--- src/rtl/ols_pkg.sv ---
package ols_pkg;

    // The grid order is fixed by the GF(4) arithmetic used for the squares.
    localparam int unsigned ORDER  = 4;
    localparam int unsigned DATA_W = ORDER * ORDER;
    localparam int unsigned SYM_W  = $clog2(ORDER);

    // GF(4) product, elements are 2-bit polynomials in x with x^2 = x + 1.
    function automatic logic [SYM_W-1:0] gf4_mul(input logic [SYM_W-1:0] a,
                                                 input logic [SYM_W-1:0] b);
        logic [SYM_W-1:0] acc;
        acc = '0;
        if (a[0]) acc = acc ^ b;
        if (a[1]) acc = acc ^ {b[1] ^ b[0], b[1]};
        return acc;
    endfunction

    // Symbol of cell (r,c) in the check group: 0 rows, 1 columns,
    // group g >= 2 uses the square (g-1)*r + c over GF(4).
    function automatic logic [SYM_W-1:0] cell_symbol(input int unsigned grp,
                                                     input int unsigned r,
                                                     input int unsigned c);
        logic [SYM_W-1:0] rs;
        logic [SYM_W-1:0] cs;
        logic [SYM_W-1:0] gs;
        rs = SYM_W'(r);
        cs = SYM_W'(c);
        gs = SYM_W'(grp - 1);
        if (grp == 0)      return rs;
        else if (grp == 1) return cs;
        else               return gf4_mul(gs, rs) ^ cs;
    endfunction

    // Data bits covered by check s of group grp.
    function automatic logic [DATA_W-1:0] cover_mask(input int unsigned grp,
                                                     input int unsigned s);
        logic [DATA_W-1:0] m;
        m = '0;
        for (int unsigned r = 0; r < ORDER; r++) begin
            for (int unsigned c = 0; c < ORDER; c++) begin
                if (cell_symbol(grp, r, c) == SYM_W'(s))
                    m[r*ORDER + c] = 1'b1;
            end
        end
        return m;
    endfunction

endpackage

--- src/rtl/ols_check_group.sv ---
module ols_check_group
    import ols_pkg::*;
#(
    parameter int unsigned GROUP = 0
) (
    input  logic [DATA_W-1:0] data,
    output logic [ORDER-1:0]  chk
);

    for (genvar s = 0; s < ORDER; s++) begin : g_sym
        localparam logic [DATA_W-1:0] MASK = cover_mask(GROUP, s);
        assign chk[s] = ^(data & MASK);
    end

endmodule

--- src/rtl/ols_out_stage.sv ---
module ols_out_stage #(
    parameter int unsigned CW      = 16,
    parameter int unsigned DW      = 16,
    parameter bit          REG_OUT = 1'b1
) (
    input  logic          clk,
    input  logic          rst_n,
    input  logic          in_valid,
    input  logic [CW-1:0] in_chk,
    input  logic [DW-1:0] in_dat,
    output logic          out_valid,
    output logic [CW-1:0] out_chk,
    output logic [DW-1:0] out_dat
);

    typedef struct packed {
        logic          valid;
        logic [CW-1:0] chk;
        logic [DW-1:0] dat;
    } stage_t;

    if (REG_OUT) begin : g_reg
        stage_t st_d;
        stage_t st_q;

        always_comb begin
            st_d       = st_q;
            st_d.valid = in_valid;
            if (in_valid) begin
                st_d.chk = in_chk;
                st_d.dat = in_dat;
            end
        end

        always_ff @(posedge clk or negedge rst_n) begin
            if (!rst_n) st_q <= '0;
            else        st_q <= st_d;
        end

        assign out_valid = st_q.valid;
        assign out_chk   = st_q.chk;
        assign out_dat   = st_q.dat;
    end else begin : g_comb
        logic unused_clk_rst;
        assign unused_clk_rst = clk ^ rst_n;
        assign out_valid = in_valid;
        assign out_chk   = in_chk;
        assign out_dat   = in_dat;
    end

endmodule

--- src/rtl/ols_encoder.sv ---
module ols_encoder
    import ols_pkg::*;
#(
    parameter int unsigned T       = 2,
    parameter bit          REG_OUT = 1'b1
) (
    input  logic                              clk,
    input  logic                              rst_n,
    input  logic                              in_valid,
    input  logic [ols_pkg::DATA_W-1:0]        in_data,
    output logic                              out_valid,
    output logic [2*T*ols_pkg::ORDER-1:0]     out_check,
    output logic [2*T*ols_pkg::ORDER+ols_pkg::DATA_W-1:0] out_word
);

    localparam int unsigned GROUPS = 2 * T;
    localparam int unsigned CHK_W  = GROUPS * ORDER;

    logic [CHK_W-1:0]  chk_comb;
    logic [DATA_W-1:0] dat_out;

    for (genvar g = 0; g < GROUPS; g++) begin : g_grp
        ols_check_group #(.GROUP(g)) u_grp (
            .data (in_data),
            .chk  (chk_comb[g*ORDER +: ORDER])
        );
    end

    ols_out_stage #(.CW(CHK_W), .DW(DATA_W), .REG_OUT(REG_OUT)) u_out (
        .clk      (clk),
        .rst_n    (rst_n),
        .in_valid (in_valid),
        .in_chk   (chk_comb),
        .in_dat   (in_data),
        .out_valid(out_valid),
        .out_chk  (out_check),
        .out_dat  (dat_out)
    );

    assign out_word = {out_check, dat_out};

endmodule

--- config.mk ---
export PLATFORM = sky130hd
export DESIGN_NAME = ols_encoder
export DESIGN_NICKNAME = d
export VERILOG_FILES = /design/src/rtl/ols_pkg.sv /design/src/rtl/ols_check_group.sv /design/src/rtl/ols_out_stage.sv /design/src/rtl/ols_encoder.sv
export SDC_FILE = /design/constraint.sdc
export NUM_CORES = 1
export LEC_CHECK = 0
export ABC_AREA = 0
export BUFFER_PORTS_ARGS = -buffer_cell sky130_fd_sc_hd__buf_2
export CAP_MARGIN = 40
export CORE_MARGIN = 2
export CORE_UTILIZATION = 44
export DETAILED_ROUTE_END_ITERATION = 7
export GPL_ROUTABILITY_DRIVEN = 0
export GPL_TIMING_DRIVEN = 0
export HOLD_SLACK_MARGIN = 0.12
export PLACE_DENSITY_LB_ADDON = 0.2
export REMOVE_ABC_BUFFERS = 1
export SLEW_MARGIN = 10
export SYNTH_ARGS = -nofsm -noshare
export SYNTH_HDL_FRONTEND = slang
export SYNTH_SLANG_ARGS = --single-unit
--- constraint.sdc ---
create_clock -name clk -period 0.8 [get_ports clk]
set_clock_uncertainty 0.1 [all_clocks]
set_input_delay 0.16 -clock clk [delete_from_list [all_inputs] [get_ports clk]]
set_output_delay 0.16 -clock clk [all_outputs]
set_load 0.05 [all_outputs]
==> metrics.cfg, run 1 <==
[global_routing]
gr-usage-all-layers=0.169
antenna_found_initial=0
use_met1=0.204
met2_usage=0.286
grt.overflow.total=0
busiest_layer=met2
grt_max_degree=50
grt_pass1_vias=1291
grt_pass1_wl_um=6390
grtUsageMet3=0.0538

[synth]
synth.cell_area_um2=1880
syn_avg_cell_area_um2=11.3
synthTopCellsByArea=dfrtp_1, xnor2_1, mux2_2, buf_6, buf_4
synth_warnings=0
yosys.area.top_type_share=0.439
yosysUniqueCellTypes=9
syn_inst=166
yosysTopAreaCell=dfrtp_1
seq_area_frac_synth=0.439
ys_seq_elements=33

[worst_setup_path]
crit_family=flip-flops
path_cells=buf_6
endpoint_kind=primary output
crit_type=reg -> out
crit_path_start_kind=flip-flop
worstPathRequired_ns=0.54
slowest_delay_ns=0.42
cp-startpoint=u_out.out_chk[1]$_DFFE_PN0P_
crit_path_max_fanout=3
r2r_start=u_out.out_dat[2]$_DFFE_PN0P_
slowest_stage=dfrtp_1
cp_num_buf_inv=1
cp.arrival_ns=0.89

[floorplan]
die_w_um=69.4
die_h_um=69.4
initial_core_util=0.463
ios=68
rows=23
die_area_um2=4810
core-area_um2=4060

[layout]
area_delta_synth_final_pct=37.2
drive_above_1_share=0.535
n_antenna_cell=0
n_fill_cell=326
finalNetCount=235

[drt]
drcViolationCount=0
routed_wl_um=3820
wl_per_cell_um=14.3
ant_nets=0
dr.first_iter.drc_count=27
vias_per_cell=4.51
route.vias.total=1204
dr.pass1.iters=4

[worst_hold_path]
hold_path.class=in -> async

[pwr]
ir_worst_vdd_uv=1410
power.density_nw_per_um2=2730
p_leak_nw=1.10

[sta]
fin_ws_ns=-0.353
fin_setup_tns_ns=-18.09
drv_slew=0
hold_ws_ns=-0.159
relSlewSlack=0.502
fin_crit_ns=1.15
min_period_over_period=1.44
setup_viol=78
fmax_ghz=0.867
rsz0062_at_grt=true
worstMarginPinSlew_ns=0.747
final-hold-violation-count=33

[clock_network]
cts_tree=yes
clk_pin_slew_ns=0.07
clock_latency_ns=0.28
root_buffer=clkbuf_8
clockBufferDepth=2
htree_num_levels=2
clock_sinks=33
numCtsBuffers=5

[place]
io_buffers=67
place_ws_ns=-0.681

[run_status]
status=complete, but fails checks
violations=hold timing, setup timing

[job]
maxCapViolations=0

## flip-flops by register name, summed over array words and instances, names as in the netlist
| name | count |
|---|---|
| u_out.out_chk | 16 |
| u_out.out_dat | 16 |
| u_out.out_valid | 1 |
## kinds of logic (layout without fill, tap and decap cells)
family          after synthesis  after routing  synth area share
mux                          16             16            0.0959
simple gates                 16             16            0.0320
xor+xnor                     48             48             0.224
compound gates               16             16            0.0426
buf+inv                      37             88             0.166
flops                        33             33             0.439
## metal layers
| layer | up-vias | share of wire |
|---|---|---|
| met5 | - | 0 |
| met4 | 0 | 0.014 |
| met3 | 7 | 0.047 |
| met2 | 41 | 0.52 |
| met1 | 557 | 0.42 |
| li1 | 599 | - |
## path summary, 6_finish.rpt
path / end / slack (ns) / cells after the start
worst max register to register: u_out.out_dat[2]$_DFFE_PN0P_ / -0.18 / 2
worst min-delay path: u_out.out_dat[13]$_DFFE_PN0P_ / -0.16 / 1
min in group clk: u_out.out_valid$_DFF_PN0_ / 0.10 / 1
max in group asynchronous: u_out.out_dat[2]$_DFFE_PN0P_ / 0.28 / 1
worst min register to register: u_out.out_dat[4]$_DFFE_PN0P_ / 0.43 / 1
worst max-delay path: out_check[1] / -0.35 / 1
## what timing repair did
| item | in CTS | in global routing |
|---|---|---|
| pin swaps | 2 | 0 |
| setup buffers | 6 | 8 |
| endpoints found under the hold margin | 35 | 34 |
| gates resized for setup | 94 | 32 |
| endpoints found under the setup margin | 82 | 80 |
## stage by stage
step | hold WS (ns) | instance area, µm² | std cells | power [W] | util
2_1_floorplan | -0.236 | 1570 | 129 | 0.00395 | -
3_3_place_gp | 0.139 | 1960 | 246 | 0.00458 | 0.484
3_5_place_dp | 0.158 | 1960 | 246 | 0.00462 | 0.484
4_1_cts | -0.142 | 2410 | 260 | 0.00679 | 0.595
5_1_grt | -0.118 | 2580 | 267 | 0.00734 | 0.636
6_report | -0.159 | 2580 | 267 | 0.00703 | 0.636
## layout by cell type (no fill, tap or decap)
master and instances:
a21oi_1 12, a21oi_2 4, buf_2 17, buf_4 5, buf_6 58, bufinv_16 1
clkbuf_1 1, clkbuf_8 6, dfrtp_1 33, mux2_2 16, nor2_1 7, nor2_2 5
nor2_4 4, xnor2_1 48
## area by class of cell
cell class,count,area (µm²),share of cell area
clock buffer,7,86.3,0.0335
multi-input combinational,96,798,0.310
sequential,33,826,0.320
clock inverter,1,30.0,0.0116
tap,50,62.6,0.0243
timing repair buffer,80,776,0.301
## where the power goes
group          internal (W)  total [W]  switching, W  leakage (nW)
combinational       0.00128    0.00328       0.00199         0.660
sequential          0.00190    0.00215      0.000251         0.377
clock               0.00101    0.00160      0.000582        0.0585
## cell usage after synthesis
cell type,n
buf_2,4
mux2_2,16
xnor2_1,48
buf_6,13
a21oi_1,16
buf_4,19
nor2_1,16
clkbuf_1,1
dfrtp_1,33
Power figures use the tool's default switching activity.
==> run 2, diff against run 1 <==
--- a/config.mk
+++ b/config.mk
@@ -9,7 +9,7 @@
 export BUFFER_PORTS_ARGS = -buffer_cell sky130_fd_sc_hd__buf_2
 export CAP_MARGIN = 40
 export CORE_MARGIN = 2
-export CORE_UTILIZATION = 44
+export CORE_UTILIZATION = 45
 export DETAILED_ROUTE_END_ITERATION = 7
 export GPL_ROUTABILITY_DRIVEN = 0
 export GPL_TIMING_DRIVEN = 0
==> constraint.sdc (replaced) <==
create_clock -name clk -period 1.3 [get_ports clk]
set_clock_uncertainty 0.1 [all_clocks]
set_input_delay 0.26 -clock clk [delete_from_list [all_inputs] [get_ports clk]]
set_output_delay 0.26 -clock clk [all_outputs]
set_load 0.05 [all_outputs]
==> run 2 against run 1 <==
  * The flow now finishes without violations
  * Non-clock buffer count decreased by 12
  * Worst setup slack improved by 0.38 ns
  * Largest cell class unchanged
  * Flip-flop and latch count unchanged
  * Sequential power decreased by 41%
==> metrics.cfg, run 2 (synthesis gave the netlist of run 1 again) <==
[worst_setup_path]
cp_num_cells=1  ; unchanged
cp_num_buf_inv=1  ; unchanged
path_cells=buf_2
crit_type=reg -> out
crit_path_start_kind=flip-flop
crit_family=flip-flops
cp.arrival_ns=0.91  ; +0.02 ns
slowest_delay_ns=0.36  ; -0.06 ns
crit_path_max_fanout=3  ; unchanged
ff2ff_path_depth=1  ; -1
endpoint_kind=primary output
worstPathRequired_ns=0.94  ; +0.40 ns
slowest_stage=dfrtp_1

[floorplan]
initial_core_util=0.470  ; +0.00666
die_h_um=68.6  ; -1.1%
die_area_um2=4710  ; -2.1%
rows=23  ; unchanged
die_w_um=68.6  ; -1.1%
core-area_um2=4000  ; -1.4%
ios=68  ; unchanged

[global_routing]
antenna_found_initial=0  ; unchanged
grt_pass1_vias=1157  ; -10%
gr-usage-all-layers=0.164  ; -0.00527
grt_pass1_wl_um=5600  ; -12%
grt_max_degree=50  ; unchanged
grt.overflow.total=0  ; unchanged

[clock_network]
root_buffer=clkbuf_8
clock_latency_ns=0.28  ; about the same
post_cts_buffers=0  ; -6
clockBufferDepth=2  ; unchanged
htree_num_levels=2  ; unchanged
numCtsBuffers=5  ; unchanged
clk_pin_slew_ns=0.06  ; about the same
clock_sinks=33  ; unchanged
cts_tree=yes

[layout]
area_delta_synth_final_pct=14.3
final_common_cell=xnor2_1
finalNetCount=223  ; -5.1%
drive_above_1_share=0.444  ; -0.0907
final_cell_mix=xnor2_1, buf_2, dfrtp_1
n_antenna_cell=0  ; unchanged

[pwr]
power.density_nw_per_um2=1740  ; -36%
p_leak_nw=0.933  ; -15%
ir_worst_vdd_uv=788  ; -44%

[worst_hold_path]
hold_path.class=in -> reg
worstHoldPathCells=2

[sta]
fin_ws_ns=0.0290  ; +0.382 ns
worstMarginPinSlew_ns=0.723  ; -0.0233 ns
min_period_over_period=0.978
relSlewSlack=0.518  ; +0.0155
fin_setup_tns_ns=0  ; +18.09 ns
drv_slew=0  ; unchanged
setup_viol=0  ; -100%
fin_crit_ns=1.27
final-hold-violation-count=0  ; -100%
fmax_ghz=0.787
rsz0062_at_grt=true

[drt]
dr.pass1.iters=4  ; unchanged
wl_per_cell_um=13.4  ; -6.6%
ant_nets=0  ; unchanged
routed_wl_um=3410  ; -11%
route.vias.total=1179  ; -2.1%
drcViolationCount=0  ; unchanged
dr.first_iter.drc_count=73  ; +170%
vias_per_cell=4.62  ; +2.5%

[run_status]
status=finished clean

[place]
hpwl_um=2540
io_buffers=67  ; unchanged
place_ws_ns=-0.283  ; +0.398 ns

[job]
maxCapViolations=0  ; unchanged

[run 2: layout make-up]
class | count | area, µm²
Clock inverter | 1 | 5.00
Clock buffer | 7 | 96.3
Multi-Input combinational cell | 96 | 741
Tap cell | 50 | 62.6
Timing Repair Buffer | 68 | 418
Sequential cell | 33 | 826
Fill cell | 376 | 1850
[run 2: path summary, 6_finish.rpt]
check / start / to / slack (ns)
setup / recovery: u_out.out_chk[4]$_DFFE_PN0P_ / out_word[20] / 0.03
hold / removal: in_data[12] / u_out.out_dat[12]$_DFFE_PN0P_ / 0.23
setup reg to reg: u_out.out_dat[2]$_DFFE_PN0P_ / u_out.out_dat[2]$_DFFE_PN0P_ / 0.44
hold reg to reg: u_out.out_dat[9]$_DFFE_PN0P_ / u_out.out_dat[9]$_DFFE_PN0P_ / 0.40
max in group asynchronous: rst_n / u_out.out_chk[4]$_DFFE_PN0P_ / 0.15
min in group asynchronous: rst_n / u_out.out_dat[10]$_DFFE_PN0P_ / 0.48
[run 2: layer usage]
metal	up-vias	part of all wire	wire length [µm]	GRT usage
met4	0	0.016	55	0.0675
met1	555	0.41	1400	0.198
met5	-	0	0	0
met3	7	0.050	172	0.0471
met2	38	0.52	1780	0.272
li1	579	-	-	-
[run 2: report_power, final]
group          total (W)  switching, W  internal, W
clock           0.000829      0.000352     0.000478
sequential       0.00126     0.0000921      0.00117
combinational    0.00164       0.00116     0.000474
[run 2: what timing repair did]
action | 4_1_cts | 5_1_grt
endpoints found under the setup margin | 4 | 44
endpoints found under the hold margin | 33 | 0
gates cloned | 0 | 0
resized for setup | 2 | 37
hold buffers | 1 | 0
[run 2: through the flow]
stage / hold slack, ns / total power [W] / instance area (µm²) / util / cells
after floorplan: -0.136 / 0.00243 / 1570 / - / 129
after global placement: 0.240 / 0.00282 / 1960 / 0.491 / 246
after detailed placement: 0.264 / 0.00284 / 1960 / 0.491 / 246
after CTS: 0.215 / 0.00370 / 2080 / 0.520 / 255
after global routing: 0.228 / 0.00393 / 2150 / 0.537 / 255
final: 0.228 / 0.00373 / 2150 / 0.537 / 255
==> run 3, diff against run 2 <==
--- a/config.mk
+++ b/config.mk
@@ -6,11 +6,11 @@
 export NUM_CORES = 1
 export LEC_CHECK = 0
 export ABC_AREA = 0
-export BUFFER_PORTS_ARGS = -buffer_cell sky130_fd_sc_hd__buf_2
 export CAP_MARGIN = 40
 export CORE_MARGIN = 2
 export CORE_UTILIZATION = 45
 export DETAILED_ROUTE_END_ITERATION = 7
+export DONT_BUFFER_PORTS = 1
 export GPL_ROUTABILITY_DRIVEN = 0
 export GPL_TIMING_DRIVEN = 0
 export HOLD_SLACK_MARGIN = 0.12
==> run 3 against run 2 <==
  * The flow now finishes with violations (hold timing)
  * Final cell count is 9.4% lower
  * Global-route usage decreased by 0.45 points
  * Count of clock-buffer cells in the layout fell by 1
  * Sequential share of layout area is 2.0 points lower
  * Clock power down 14%
  * Wire length shrank 6.2%
  * Via count fell by 9.1%
  * Worst hold slack worse by 0.30 ns
  * Combinational power down 12%
  * Register-to-register slack lost 0.26 ns
==> metrics.cfg, run 3 (synthesis gave the netlist of run 1 again) <==
[run_status]
status=complete, but fails checks
violations=hold timing

[sta]
rsz0062_at_grt=false
fmax_ghz=0.786  ; -0.16%
final-hold-violation-count=17  ; +17
drv_slew=0  ; unchanged
setup_viol=0  ; unchanged
fin_setup_tns_ns=0  ; unchanged
relSlewSlack=0.683  ; +0.165
min_period_over_period=0.979  ; +0.00152
hold_ws_ns=-0.0746  ; -0.302 ns
fin_crit_ns=1.27  ; +0.00198 ns
worstMarginPinSlew_ns=0.475  ; -0.248 ns

[worst_setup_path]
worstPathRequired_ns=0.94  ; about the same
ff2ff_path_depth=1  ; unchanged
r2r_end=u_out.out_dat[7]$_DFFE_PN0P_
r2r_slack_ns=0.18  ; -0.26 ns
r2r_start=u_out.out_dat[7]$_DFFE_PN0P_
crit_path_max_fanout=2  ; -1
endpoint_kind=primary output
cp.arrival_ns=0.91  ; about the same
crit_type=reg -> out
crit_path_start_kind=flip-flop

[layout]
finalNetCount=199  ; -11%
final_cells=231  ; -9.4%
area_delta_synth_final_pct=24.1
final_cell_mix=xnor2_1, dfrtp_1, dlygate4sd3_1
drive_above_1_share=0.276  ; -0.168
final_common_cell=xnor2_1
fin_util=0.583  ; +0.0460
final_cell_area_um2=2330  ; +8.6%
n_antenna_cell=0  ; unchanged

[global_routing]
grt_pass1_wl_um=5390  ; -3.8%
grt_pass1_vias=1146  ; -0.95%
gr-usage-all-layers=0.159  ; -0.00451
grt.overflow.total=0  ; unchanged
antenna_found_initial=0  ; unchanged
grt_max_degree=50  ; unchanged

[floorplan]
die_area_um2=4710  ; unchanged
ios=68  ; unchanged
initial_core_util=0.470  ; unchanged
core-area_um2=4000  ; unchanged
die_h_um=68.6  ; unchanged
rows=23  ; unchanged
die_w_um=68.6  ; unchanged

[drt]
dr.first_iter.drc_count=63  ; -14%
met3_length_um=227  ; +32%
wl_per_cell_um=13.8  ; +3.6%
dr_wl_met2_um=1640  ; -7.7%
route.vias.total=1072  ; -9.1%
wl_met1_um=1300  ; -7.8%
dr.pass1.iters=4  ; unchanged
drcViolationCount=0  ; unchanged
routed.top_layer=met4
vias_per_cell=4.64  ; +0.37%
routed_wl_um=3200  ; -6.2%
ant_nets=0  ; unchanged

[clock_network]
clock_sinks=33  ; unchanged
clock_latency_ns=0.28  ; about the same
root_buffer=clkbuf_8
htree_num_levels=2  ; unchanged
numCtsBuffers=5  ; unchanged
cts_hold_buf=18  ; +17
clockBufferDepth=2  ; unchanged
clk_pin_slew_ns=0.06  ; about the same
cts_tree=yes

[worst_hold_path]
hold_path.class=in -> reg
worstHoldPathCells=0  ; -2
hp-start=in_valid
min_to=u_out.out_valid$_DFF_PN0_

[pwr]
p_leak_nw=0.889  ; -4.7%
power.density_nw_per_um2=1630  ; -5.9%
totalPowerFinal_w=0.00381  ; +2.2%
ir_worst_vdd_uv=1030  ; +31%

[job]
maxCapViolations=0  ; unchanged

[place]
dp.cells=205  ; -17%
placed_area_um2=2040  ; +3.6%
io_buffers=0  ; -100%
hpwl_um=2320  ; -8.6%

## run 3: changes by cell type in the layout (fill, tap and decap cells not counted), sizes merged
cell | previous run | this run
clkinv | 1 | 2
buf | 50 | 27
dlygate4sd3 | 1 | 17
clkbuf | 24 | 6
## run 3: layout make-up
type | count | area (µm²)
fillers | 334 | 1670
flip-flops and latches | 33 | 850
multi-input cells | 96 | 741
repair buffers | 44 | 597
clock buffers | 6 | 72.6
well taps | 50 | 62.6
clock inverters | 2 | 10.0
## run 3: worst max path at each step
stage / from / end / slack (ns) / depth (start not counted)
4_1_cts: u_out.out_dat[3]$_DFFE_PN0P_ / out_word[3] / 0.006 / 0
3_3_place_gp: u_out.out_chk[13]$_DFFE_PN0P_ / u_out.out_chk[13]$_DFFE_PN0P_ / -0.04 / 2
2_1_floorplan: u_out.out_chk[13]$_DFFE_PN0P_ / u_out.out_chk[13]$_DFFE_PN0P_ / -0.005 / 2
6_report: u_out.out_dat[7]$_DFFE_PN0P_ / out_word[7] / 0.03 / 0
5_1_grt: u_out.out_dat[7]$_DFFE_PN0P_ / out_word[7] / 0.0007 / 0
3_5_place_dp: u_out.out_chk[6]$_DFFE_PN0P_ / u_out.out_chk[6]$_DFFE_PN0P_ / -0.04 / 2
## run 3: repair_timing
action                                 4_1_cts  5_1_grt
resized for setup                            6       10
setup endpoints to repair                    9       10
endpoints found under the hold margin       66       33
setup buffers                                0        0
## run 3: routing by layer
metal | up-vias | global-route usage
met1 | 507 | 0.188
li1 | 529 | -
met4 | 0 | 0.0575
met3 | 4 | 0.0617
met5 | - | 0
met2 | 32 | 0.262
## run 3: through the flow
stage / hold slack [ns] / setup WS, ns
after floorplan: -0.136 / -0.00532
after global placement: -0.135 / -0.0414
after detailed placement: -0.135 / -0.0439
after CTS: -0.0942 / 0.00558
after global routing: -0.102 / 0.000679
final: -0.0746 / 0.0270
## run 3: report_power, final
group	internal [W]	switching, W	leakage [nW]	total, W
sequential	0.00119	0.000468	0.365	0.00165
clock	0.000370	0.000343	0.0450	0.000714
combinational	0.000679	0.000764	0.479	0.00144
